`src/rtl/xlat_pkg.sv`:
```
package xlat_pkg;

  typedef struct packed {
    logic user;
    logic rd;
    logic wr;
    logic ex;
  } perm_t;

  typedef enum logic [1:0] {
    ST_IDLE = 2'd0,
    ST_WALK = 2'd1,
    ST_WAIT = 2'd2,
    ST_RESP = 2'd3
  } fsm_t;

endpackage

```
`src/rtl/xlat_victim.sv`:
```
module xlat_victim #(
  parameter int N     = 8,
  parameter int IDX_W = $clog2(N)
) (
  input  logic [N-1:0]     valid,
  input  logic [IDX_W-1:0] rr_ptr,
  output logic [IDX_W-1:0] idx,
  output logic             full
);
  // lowest free slot first, otherwise the round-robin slot
  always_comb begin
    full = &valid;
    idx  = rr_ptr;
    for (int i = N - 1; i >= 0; i--) begin
      if (!valid[i]) idx = IDX_W'(i);
    end
  end
endmodule

```
`src/rtl/xlat_store.sv`:
```
module xlat_store
  import xlat_pkg::*;
#(
  parameter int N     = 8,
  parameter int VPN_W = 20,
  parameter int PFN_W = 20
) (
  input  logic             clk,
  input  logic             rst_n,
  input  logic [VPN_W-1:0] lk_vpn,
  output logic             lk_hit,
  output logic [PFN_W-1:0] lk_pfn,
  output perm_t            lk_perm,
  input  logic             wr_en,
  input  logic [VPN_W-1:0] wr_vpn,
  input  logic [PFN_W-1:0] wr_pfn,
  input  perm_t            wr_perm,
  input  logic             inv_en,
  input  logic [VPN_W-1:0] inv_vpn,
  input  logic             flush
);
  localparam int IDX_W = $clog2(N);

  logic [N-1:0]     valid_q;
  logic [VPN_W-1:0] tag_q  [N];
  logic [PFN_W-1:0] pfn_q  [N];
  perm_t            perm_q [N];
  logic [IDX_W-1:0] rr_q;
  logic [N-1:0]     match;
  logic [N-1:0]     kill;
  logic [IDX_W-1:0] vic_idx;
  logic             vic_full;

  genvar g;
  generate
    for (g = 0; g < N; g++) begin : g_cmp
      assign kill[g]  = flush | (inv_en & (tag_q[g] == inv_vpn));
      assign match[g] = valid_q[g] & (tag_q[g] == lk_vpn) & ~kill[g];
    end
  endgenerate

  always_comb begin
    lk_hit  = |match;
    lk_pfn  = '0;
    lk_perm = '0;
    for (int i = 0; i < N; i++) begin
      if (match[i]) begin
        lk_pfn  = lk_pfn | pfn_q[i];
        lk_perm = lk_perm | perm_q[i];
      end
    end
  end

  xlat_victim #(.N(N), .IDX_W(IDX_W)) u_victim (
    .valid  (valid_q),
    .rr_ptr (rr_q),
    .idx    (vic_idx),
    .full   (vic_full)
  );

  always_ff @(posedge clk) begin
    if (!rst_n) begin
      valid_q <= '0;
      rr_q    <= '0;
    end else begin
      valid_q <= valid_q & ~kill;
      if (wr_en) begin
        valid_q[vic_idx] <= 1'b1;
        if (vic_full) rr_q <= (rr_q == IDX_W'(N - 1)) ? '0 : rr_q + 1'b1;
      end
    end
  end

  always_ff @(posedge clk) begin
    if (wr_en) begin
      tag_q[vic_idx]  <= wr_vpn;
      pfn_q[vic_idx]  <= wr_pfn;
      perm_q[vic_idx] <= wr_perm;
    end
  end
endmodule

```
`src/rtl/xlat_ctrl.sv`:
```
module xlat_ctrl
  import xlat_pkg::*;
#(
  parameter int VPN_W = 20,
  parameter int PFN_W = 20,
  parameter int OFF_W = 12
) (
  input  logic                   clk,
  input  logic                   rst_n,
  input  logic                   req_valid,
  output logic                   req_ready,
  input  logic [VPN_W+OFF_W-1:0] req_vaddr,
  output logic                   rsp_valid,
  input  logic                   rsp_ready,
  output logic [PFN_W+OFF_W-1:0] rsp_paddr,
  output perm_t                  rsp_perm,
  output logic                   rsp_hit,
  output logic                   rsp_fault,
  output logic                   walk_valid,
  input  logic                   walk_ready,
  output logic [VPN_W-1:0]       walk_vpn,
  input  logic                   fill_valid,
  input  logic [PFN_W-1:0]       fill_pfn,
  input  perm_t                  fill_perm,
  input  logic                   fill_fault,
  input  logic                   inv_valid,
  input  logic [VPN_W-1:0]       inv_vpn,
  input  logic                   flush,
  input  logic                   lk_hit,
  input  logic [PFN_W-1:0]       lk_pfn,
  input  perm_t                  lk_perm,
  output logic                   wr_en
);
  fsm_t             st_q;
  logic [VPN_W-1:0] vpn_q;
  logic [OFF_W-1:0] off_q;
  logic             take_req;
  logic             take_fill;

  assign req_ready  = (st_q == ST_IDLE);
  assign rsp_valid  = (st_q == ST_RESP);
  assign walk_valid = (st_q == ST_WALK);
  assign walk_vpn   = vpn_q;
  assign take_req   = req_valid & req_ready;
  assign take_fill  = (st_q == ST_WAIT) & fill_valid;
  // a same-cycle shootdown or flush beats the fill
  assign wr_en      = take_fill & ~fill_fault & ~flush
                      & ~(inv_valid & (inv_vpn == vpn_q));

  always_ff @(posedge clk) begin
    if (!rst_n) begin
      st_q      <= ST_IDLE;
      vpn_q     <= '0;
      off_q     <= '0;
      rsp_paddr <= '0;
      rsp_perm  <= '0;
      rsp_hit   <= 1'b0;
      rsp_fault <= 1'b0;
    end else begin
      unique case (st_q)
        ST_IDLE: if (take_req) begin
          vpn_q <= req_vaddr[VPN_W+OFF_W-1:OFF_W];
          off_q <= req_vaddr[OFF_W-1:0];
          if (lk_hit) begin
            rsp_paddr <= {lk_pfn, req_vaddr[OFF_W-1:0]};
            rsp_perm  <= lk_perm;
            rsp_hit   <= 1'b1;
            rsp_fault <= 1'b0;
            st_q      <= ST_RESP;
          end else begin
            st_q <= ST_WALK;
          end
        end
        ST_WALK: if (walk_ready) st_q <= ST_WAIT;
        ST_WAIT: if (take_fill) begin
          rsp_paddr <= {fill_pfn, off_q};
          rsp_perm  <= fill_perm;
          rsp_hit   <= 1'b0;
          rsp_fault <= fill_fault;
          st_q      <= ST_RESP;
        end
        ST_RESP: if (rsp_ready) st_q <= ST_IDLE;
        default: st_q <= ST_IDLE;
      endcase
    end
  end
endmodule

```
`src/rtl/xlat_cache.sv`:
```
module xlat_cache
  import xlat_pkg::*;
#(
  parameter int ENTRIES = 8,
  parameter int VPN_W   = 20,
  parameter int PFN_W   = 20,
  parameter int OFF_W   = 12,
  localparam int VA_W   = VPN_W + OFF_W,
  localparam int PA_W   = PFN_W + OFF_W
) (
  input  logic             clk,
  input  logic             rst_n,
  input  logic             req_valid,
  output logic             req_ready,
  input  logic [VA_W-1:0]  req_vaddr,
  output logic             rsp_valid,
  input  logic             rsp_ready,
  output logic [PA_W-1:0]  rsp_paddr,
  output logic [3:0]       rsp_perm,
  output logic             rsp_hit,
  output logic             rsp_fault,
  output logic             walk_valid,
  input  logic             walk_ready,
  output logic [VPN_W-1:0] walk_vpn,
  input  logic             fill_valid,
  input  logic [PFN_W-1:0] fill_pfn,
  input  logic [3:0]       fill_perm,
  input  logic             fill_fault,
  input  logic             inv_valid,
  input  logic [VPN_W-1:0] inv_vpn,
  input  logic             flush
);
  logic             lk_hit;
  logic [PFN_W-1:0] lk_pfn;
  perm_t            lk_perm;
  logic             wr_en;
  perm_t            rsp_perm_s;
  perm_t            fill_perm_s;

  assign fill_perm_s = perm_t'(fill_perm);
  assign rsp_perm    = rsp_perm_s;

  xlat_store #(.N(ENTRIES), .VPN_W(VPN_W), .PFN_W(PFN_W)) u_store (
    .clk     (clk),
    .rst_n   (rst_n),
    .lk_vpn  (req_vaddr[VA_W-1:OFF_W]),
    .lk_hit  (lk_hit),
    .lk_pfn  (lk_pfn),
    .lk_perm (lk_perm),
    .wr_en   (wr_en),
    .wr_vpn  (walk_vpn),
    .wr_pfn  (fill_pfn),
    .wr_perm (fill_perm_s),
    .inv_en  (inv_valid),
    .inv_vpn (inv_vpn),
    .flush   (flush)
  );

  xlat_ctrl #(.VPN_W(VPN_W), .PFN_W(PFN_W), .OFF_W(OFF_W)) u_ctrl (
    .clk        (clk),
    .rst_n      (rst_n),
    .req_valid  (req_valid),
    .req_ready  (req_ready),
    .req_vaddr  (req_vaddr),
    .rsp_valid  (rsp_valid),
    .rsp_ready  (rsp_ready),
    .rsp_paddr  (rsp_paddr),
    .rsp_perm   (rsp_perm_s),
    .rsp_hit    (rsp_hit),
    .rsp_fault  (rsp_fault),
    .walk_valid (walk_valid),
    .walk_ready (walk_ready),
    .walk_vpn   (walk_vpn),
    .fill_valid (fill_valid),
    .fill_pfn   (fill_pfn),
    .fill_perm  (fill_perm_s),
    .fill_fault (fill_fault),
    .inv_valid  (inv_valid),
    .inv_vpn    (inv_vpn),
    .flush      (flush),
    .lk_hit     (lk_hit),
    .lk_pfn     (lk_pfn),
    .lk_perm    (lk_perm),
    .wr_en      (wr_en)
  );
endmodule

```
`config.mk`:
```
export PLATFORM = sky130hd
export DESIGN_NAME = xlat_cache
export DESIGN_NICKNAME = d
export VERILOG_FILES = /design/src/rtl/xlat_pkg.sv /design/src/rtl/xlat_victim.sv /design/src/rtl/xlat_store.sv /design/src/rtl/xlat_ctrl.sv /design/src/rtl/xlat_cache.sv
export SDC_FILE = /design/constraint.sdc
export NUM_CORES = 1
export LEC_CHECK = 0
export CORE_MARGIN = 2
export CORE_UTILIZATION = 39
export DETAILED_ROUTE_END_ITERATION = 7
export HOLD_SLACK_MARGIN = 0.03
export PLACE_DENSITY = 0.62
export SLEW_MARGIN = 10
export SYNTH_ARGS = -nofsm -noshare
export SYNTH_HDL_FRONTEND = slang
export SYNTH_SLANG_ARGS = --single-unit
```
`constraint.sdc`:
```
create_clock -name clk -period 11.63 [get_ports clk]
set_input_delay 1.163 -clock clk [delete_from_list [all_inputs] [get_ports clk]]
set_output_delay 1.163 -clock clk [all_outputs]
set_load 0.1 [all_outputs]
```
==> metrics.txt, run 1 <==
largest family of logic cells by synthesized area XOR/XNOR gates; top cell type's share of synthesized area 52.23%; number of global-route vias before repair 13847; DRC 0; CP Data Arrival Time 5840 ps; final setup fails 0; setup slack, reg-to-reg 7360 ps; CTS buffer count 47; CP required 12130 ps; worst vdd ir 142.4 uV; Post-Synth Simple-Gate Area 7.833%; drt pass-1 iters 7; Setup Fix Bufs, Post-CTS 0; CTS Sinks 435; Final ANT Viol Nets 0; Post-Synthesis Cell Area 20240 um2; clock skew 17.24 ps; CTS tree done; Yosys warning count 0; largest net degree at the start of global routing 69; initial antenna violation count 1; post-route cell area 23990 um2; multiplexer share of the synthesized area 0.7418%; Synth Register Bits 435; Worst setup EP type flip-flop; Final HPWL DP 44920 um; status finished, final reports clean; Die W 231.8 um; first-pass GRT wire length 98240 um; post-synthesis adder-cell area fraction 0.3709%; Setup TNS 0 ps; Placed Cells 2314; WS Path Type input pin to flip-flop; fmax 187.2 MHz; post-cts gate resize count 0; R2R cell count 9; routed wire length 68360 um; initial cell density of the core 39.45%; share of cells above drive strength 1 9.524%; largest fanout on the critical path 47; IO buf count 145; Yosys top cell by area edfxtp_1; XOR/XNOR Fraction of Synth Area 14.67%; Clock Path Buffers 3; I/O pins 146; RSZ-0062 raised after global routing no; Slew @ Worst Pin 1239 ps; Initial DRC Count 1387; max cap viols 0; Layout area overhead 18.52%; Leak Pwr 7.497 nW; worst r2r dst u_ctrl.rsp_fault$_SDFFE_PN0P_; Slew Limit Fails 0; Post-Layout Cell Count 2402; crit path capture u_ctrl.rsp_paddr[11]$_SDFFE_PN0P_; crit path from req_vaddr[30]; H-tree depth 2; r2r startpoint u_ctrl.st_q[0]$_SDFFE_PN0P_; clock slew seen by the registers of the worst setup and hold paths 60 ps; Distinct cells, synth 48; Die ar. 53730 um2; total global routing overflow 0; Seq/Total Area, Yosys 60.44%; syn_area_per_cell 12.88 um2; Hold Path Class flip-flop to flip-flop; placed inst area 22410 um2; Total Power 0.004482 W; minimum clock period 5341 ps; clock root buffer clkbuf_16; Tcrit/Tclk final 45.92%; Post-Syn Nets 1662; compound-cell area share of the yosys netlist 12.43%; commonest non-fill, non-tap cell in the layout edfxtp_1; Final Hold Fails 0; n_diodes 0; GPL Wtd Cong 1.051; Power Dens Cells 186.8 nW/um2; WL/cell 28.46 um; vias per cell 5.965; top cells by area, synth edfxtp_1 52%, xor2_1 8.4%, dfxtp_1 8.2%, xnor2_1 6.2%, a2111oi_0 4.2%; CTS Hold Buffers Added 0; row count 83; Slew headroom 17.14%; core region area 51300 um2; most frequent cells in the layout 352 x edfxtp_1, 195 x xor2_1, 145 x clkdlybuf4s50_1, 144 x xnor2_1, 96 x a2111oi_0; Total Nets Final 1774; global-route usage over all layers 25.06%; Synth Instances 1571; Clock Latency Late Sink 600 ps; via count 14327; CP startpoint kind input pin; Die Y 231.8 um
worst max-delay path: stages:
cell             delay [ps]
clkdlybuf4s50_1         950
xor2_1                  270
nor4_1                  790
nand4_1                 350
a311oi_4                300
buf_4                   410
a211oi_2                140
a31oi_4                 300
buf_4                   590
a21oi_1                 180
a311oi_2                270
cells in the mapped netlist (all sizes together):
cell / count
a2bb2oi: 1
a311oi: 13
o2111ai: 24
nor2: 20
nand3: 92
a211oi: 5
inv: 37
edfxtp: 352
xor2: 195
nor3: 4
o21bai: 1
and2: 1
mux2i: 15
or2: 1
a21oi: 75
o211ai: 3
and3: 8
clkinv: 1
buf: 51
o21ai: 26
nor4: 56
xnor2: 144
a221oi: 24
a2111oi: 100
nor2b: 3
clkbuf: 69
a31oi: 2
a31o: 1
nand3b: 1
dfxtp: 83
o221ai: 1
nand4: 32
ha: 6
o21a: 9
nand2: 79
a21boi: 4
nand2b: 7
a22oi: 25
worst min-delay path by stage:
stage | from | to | slack, ps | cells past startpoint
2_1_floorplan | u_ctrl.off_q[0]$_SDFFE_PN0P_ | u_ctrl.off_q[0]$_SDFFE_PN0P_ | 440 | 2
3_3_place_gp | u_ctrl.off_q[6]$_SDFFE_PN0P_ | u_ctrl.off_q[6]$_SDFFE_PN0P_ | 440 | 2
3_5_place_dp | u_ctrl.off_q[3]$_SDFFE_PN0P_ | u_ctrl.off_q[3]$_SDFFE_PN0P_ | 450 | 2
4_1_cts | u_ctrl.off_q[3]$_SDFFE_PN0P_ | u_ctrl.off_q[3]$_SDFFE_PN0P_ | 460 | 2
5_1_grt | u_ctrl.off_q[3]$_SDFFE_PN0P_ | u_ctrl.off_q[3]$_SDFFE_PN0P_ | 470 | 2
6_report | u_ctrl.off_q[3]$_SDFFE_PN0P_ | u_ctrl.off_q[3]$_SDFFE_PN0P_ | 460 | 2
registers in the layout (all words and copies together) (netlist names), 2 cells and up:
register / flops
u_ctrl.rsp_perm: 4
u_ctrl.rsp_paddr: 32
u_store.valid_q: 8
u_store.pfn_q: 160
u_ctrl.walk_vpn: 20
u_store.perm_q: 32
u_store.tag_q: 160
u_store.rr_q: 3
u_ctrl.off_q: 12
u_ctrl.st_q: 2
per-layer routing:
layer	share of wire (%)	wire, um	global-route usage [%]
met1	42	28450	34.23
met2	46	31480	39.37
met3	7.6	5181	3.487
met4	4.8	3248	11.92
met5	0	0	0
per-stage QoR:
stage,utilization (%),hold WS (ps),setup WS (ps)
final,46.76,455.3,6289
after global routing,46.76,471.0,6202
after CTS,46.76,457.1,6555
after detailed placement,43.69,449.0,5944
after global placement,43.69,441.8,6030
after floorplan,-,436.0,5830
logic make-up (layout without fill, tap and decap cells):
kind of cell	Yosys count	after routing
xor gates and xnor gates	339	339
adders and majority gates	6	6
DFF	435	435
and+or+nand+nor	304	304
muxes	15	15
AOI/OAI and AO/OA	314	314
buffers and inverters	158	309
where the power goes:
group          internal (W)  switching, W
sequential          0.00177     0.0000827
combinational      0.000270      0.000820
clock              0.000910      0.000632
total               0.00295       0.00153
area by class of cell:
cell class	instances	area, um2
clock buffer	74	1389
clock inverter	14	187.7
fill	4548	27310
inverter	38	142.6
multi-input combinational	978	7450
sequential	435	12230
tap	680	850.8
timing repair buffer	183	1737
No activity file was read; power rests on OpenSTA's default activity.
==> run 2: changes to the inputs <==
==> constraint.sdc (replaced) <==
create_clock -name clk -period 5.3 [get_ports clk]
set_input_delay 0.53 -clock clk [delete_from_list [all_inputs] [get_ports clk]]
set_output_delay 0.53 -clock clk [all_outputs]
set_load 0.1 [all_outputs]
==> run 2 against run 1 <==
  * Combinational power increased by 130%
  * Critical path depth decreased by 4
  * Via count decreased by 1.4%
  * Critical endpoint is now u_store.tag_q[5][13]$_DFFE_PP_
  * Core utilization increased by 0.72 points
  * Worst hold slack improved by 1.0 ps
  * Sequential cell count unchanged
==> metrics.txt, run 2 (synthesis results as in run 1) <==
CTS Sinks 435 (unchanged); Clock Latency Late Sink 600 ps (about the same); CP required 5540 ps (-6590 ps); Final HPWL DP 46510 um (+3.6%); share of cells above drive strength 1 11.84% (+2.3 points); clock slew seen by the registers of the worst setup and hold paths 60 ps (about the same); minimum clock period 4129 ps; first-pass GRT wire length 99950 um (+1.7%); Slew @ Worst Pin 1213 ps (-26.07 ps); Fillers 4601 (+1.2%); Die W 231.8 um (unchanged); DP Worst Slack 707.3 ps (-5236 ps); Die Y 231.8 um (unchanged); Initial DRC Count 1458 (+5.1%); Power Dens Cells 406.6 nW/um2 (+120%); Slew Limit Fails 0 (unchanged); core region area 51300 um2 (unchanged); CTS Hold Buffers Added 0 (unchanged); post-route worst setup slack 1171 ps (-5118 ps); Clock Path Buffers 3 (unchanged); Worst setup EP type flip-flop; largest fanout on the critical path 27 (-43%); initial cell density of the core 39.45% (unchanged); Hold Path Class flip-flop to flip-flop; clock skew 22.84 ps (+5.595 ps); number of global-route vias before repair 14399 (+4.0%); Total Power 0.009903 W (+120%); Final ANT Viol Nets 0 (unchanged); Leak Pwr 7.719 nW (+3.0%); WS Path Type flip-flop to flip-flop; sequential share of power 40.4% (-0.9 points); Die ar. 53730 um2 (unchanged); final core utilization 47.48% (+0.72 points); initial antenna violation count 2 (+1); status finished, final reports clean; CP startpoint kind flip-flop; GPL Wtd Cong 0.9413 (-10%); Final Hold Fails 0 (unchanged); Pint 0.006490 W (+120%); vias per cell 5.780 (-3.1%); max cap viols 0 (unchanged); Slew headroom 19.04% (+1.9 points); fmax 242.2 MHz; WL/cell 28.00 um (-1.6%); Post-Layout Cell Count 2445 (+1.8%); Total Nets Final 1817 (+2.4%); global-route usage over all layers 25.42% (+0.36 points); DRC 0 (unchanged); clock share of power 34.1% (-0.3 points); n_diodes 0 (unchanged); RSZ-0062 raised after global routing no; final setup fails 0 (unchanged); Largest regs u_store.pfn_q (160), u_store.tag_q (160); IO buf count 145 (unchanged); Psw 0.003413 W (+120%); switching share of total power 34.46% (+0.21 points); I/O pins 146 (unchanged); commonest non-fill, non-tap cell in the layout edfxtp_1; clock root buffer clkbuf_16; Layout area overhead 20.34%; worst vdd ir 269.9 uV (+89%); most frequent cells in the layout 352 x edfxtp_1, 195 x xor2_1, 145 x clkdlybuf4s50_1, 144 x xnor2_1, 97 x a2111oi_0; routed wire length 68460 um (+0.13%); drt pass-1 iters 6 (-1); post-cts gate resize count 0 (unchanged); CTS buffer count 48 (+2.1%); largest net degree at the start of global routing 53 (-23%); total global routing overflow 0 (unchanged); Tcrit/Tclk final 77.90%; H-tree depth 2 (unchanged); via count 14131 (-1.4%); CP Data Arrival Time 4370 ps (-1470 ps); CTS tree done; Setup Fix Bufs, Post-CTS 0 (unchanged); combinational power share 25.5% (+1.2 points); row count 83 (unchanged); Setup TNS 0 ps (unchanged); Placed Cells 2356 (+1.8%)
run 2: power by group through the flow:
stage	combinational [W]	sequential, W	clock [W]
after floorplan	0.00104	0.00476	0
after global placement	0.00251	0.00407	0
after detailed placement	0.00253	0.00408	0
after CTS	0.00254	0.00401	0.00342
after global routing	0.00264	0.00402	0.00356
final	0.00252	0.00400	0.00338
run 2: layout make-up:
class | instances | area (um2) | area share (%)
flip-flops and latches | 435 | 12230 | 50.22
multi-input cells | 978 | 7461 | 30.63
repair buffers | 225 | 2090 | 8.579
clock buffers | 61 | 1280 | 5.255
well taps | 680 | 850.8 | 3.493
clock inverters | 28 | 300.3 | 1.233
inverters | 38 | 142.6 | 0.5856
run 2: critical path, cell delays in order (launching register included):
cell     delay, ps
dfxtp_1        580
xor2_1         640
nor4_1         140
nand4_1        290
nand4_1        180
or2_2          450
nor3_4         890
buf_4          560
run 2: metal layers:
metal / part of all wire [%] / vias up / global-route usage, %
met2: 49 / 597 / 42.56
met1: 41 / 7133 / 33.21
met5: 0.042 / - / 0
met4: 3.8 / 4 / 9.796
li1: - / 6276 / -
met3: 6.2 / 121 / 3.806
run 2: worst paths after layout:
kind                                                 startpoint                              to  slack, ps  depth (start not counted)
worst min register to register     u_ctrl.off_q[3]$_SDFFE_PN0P_    u_ctrl.off_q[3]$_SDFFE_PN0P_        460                          2
worst max register to register  u_ctrl.walk_vpn[8]$_SDFFE_PN0P_  u_store.tag_q[5][13]$_DFFE_PP_       1170                          7
worst max-delay path            u_ctrl.walk_vpn[8]$_SDFFE_PN0P_  u_store.tag_q[5][13]$_DFFE_PP_       1170                          7
worst min-delay path               u_ctrl.off_q[3]$_SDFFE_PN0P_    u_ctrl.off_q[3]$_SDFFE_PN0P_        460                          2
run 2: through the flow:
step	hold slack [ps]	area, um2
after floorplan	436.0	20250
after global placement	441.9	22780
after detailed placement	449.3	22780
after CTS	457.2	24360
after global routing	472.9	24360
final	456.3	24360
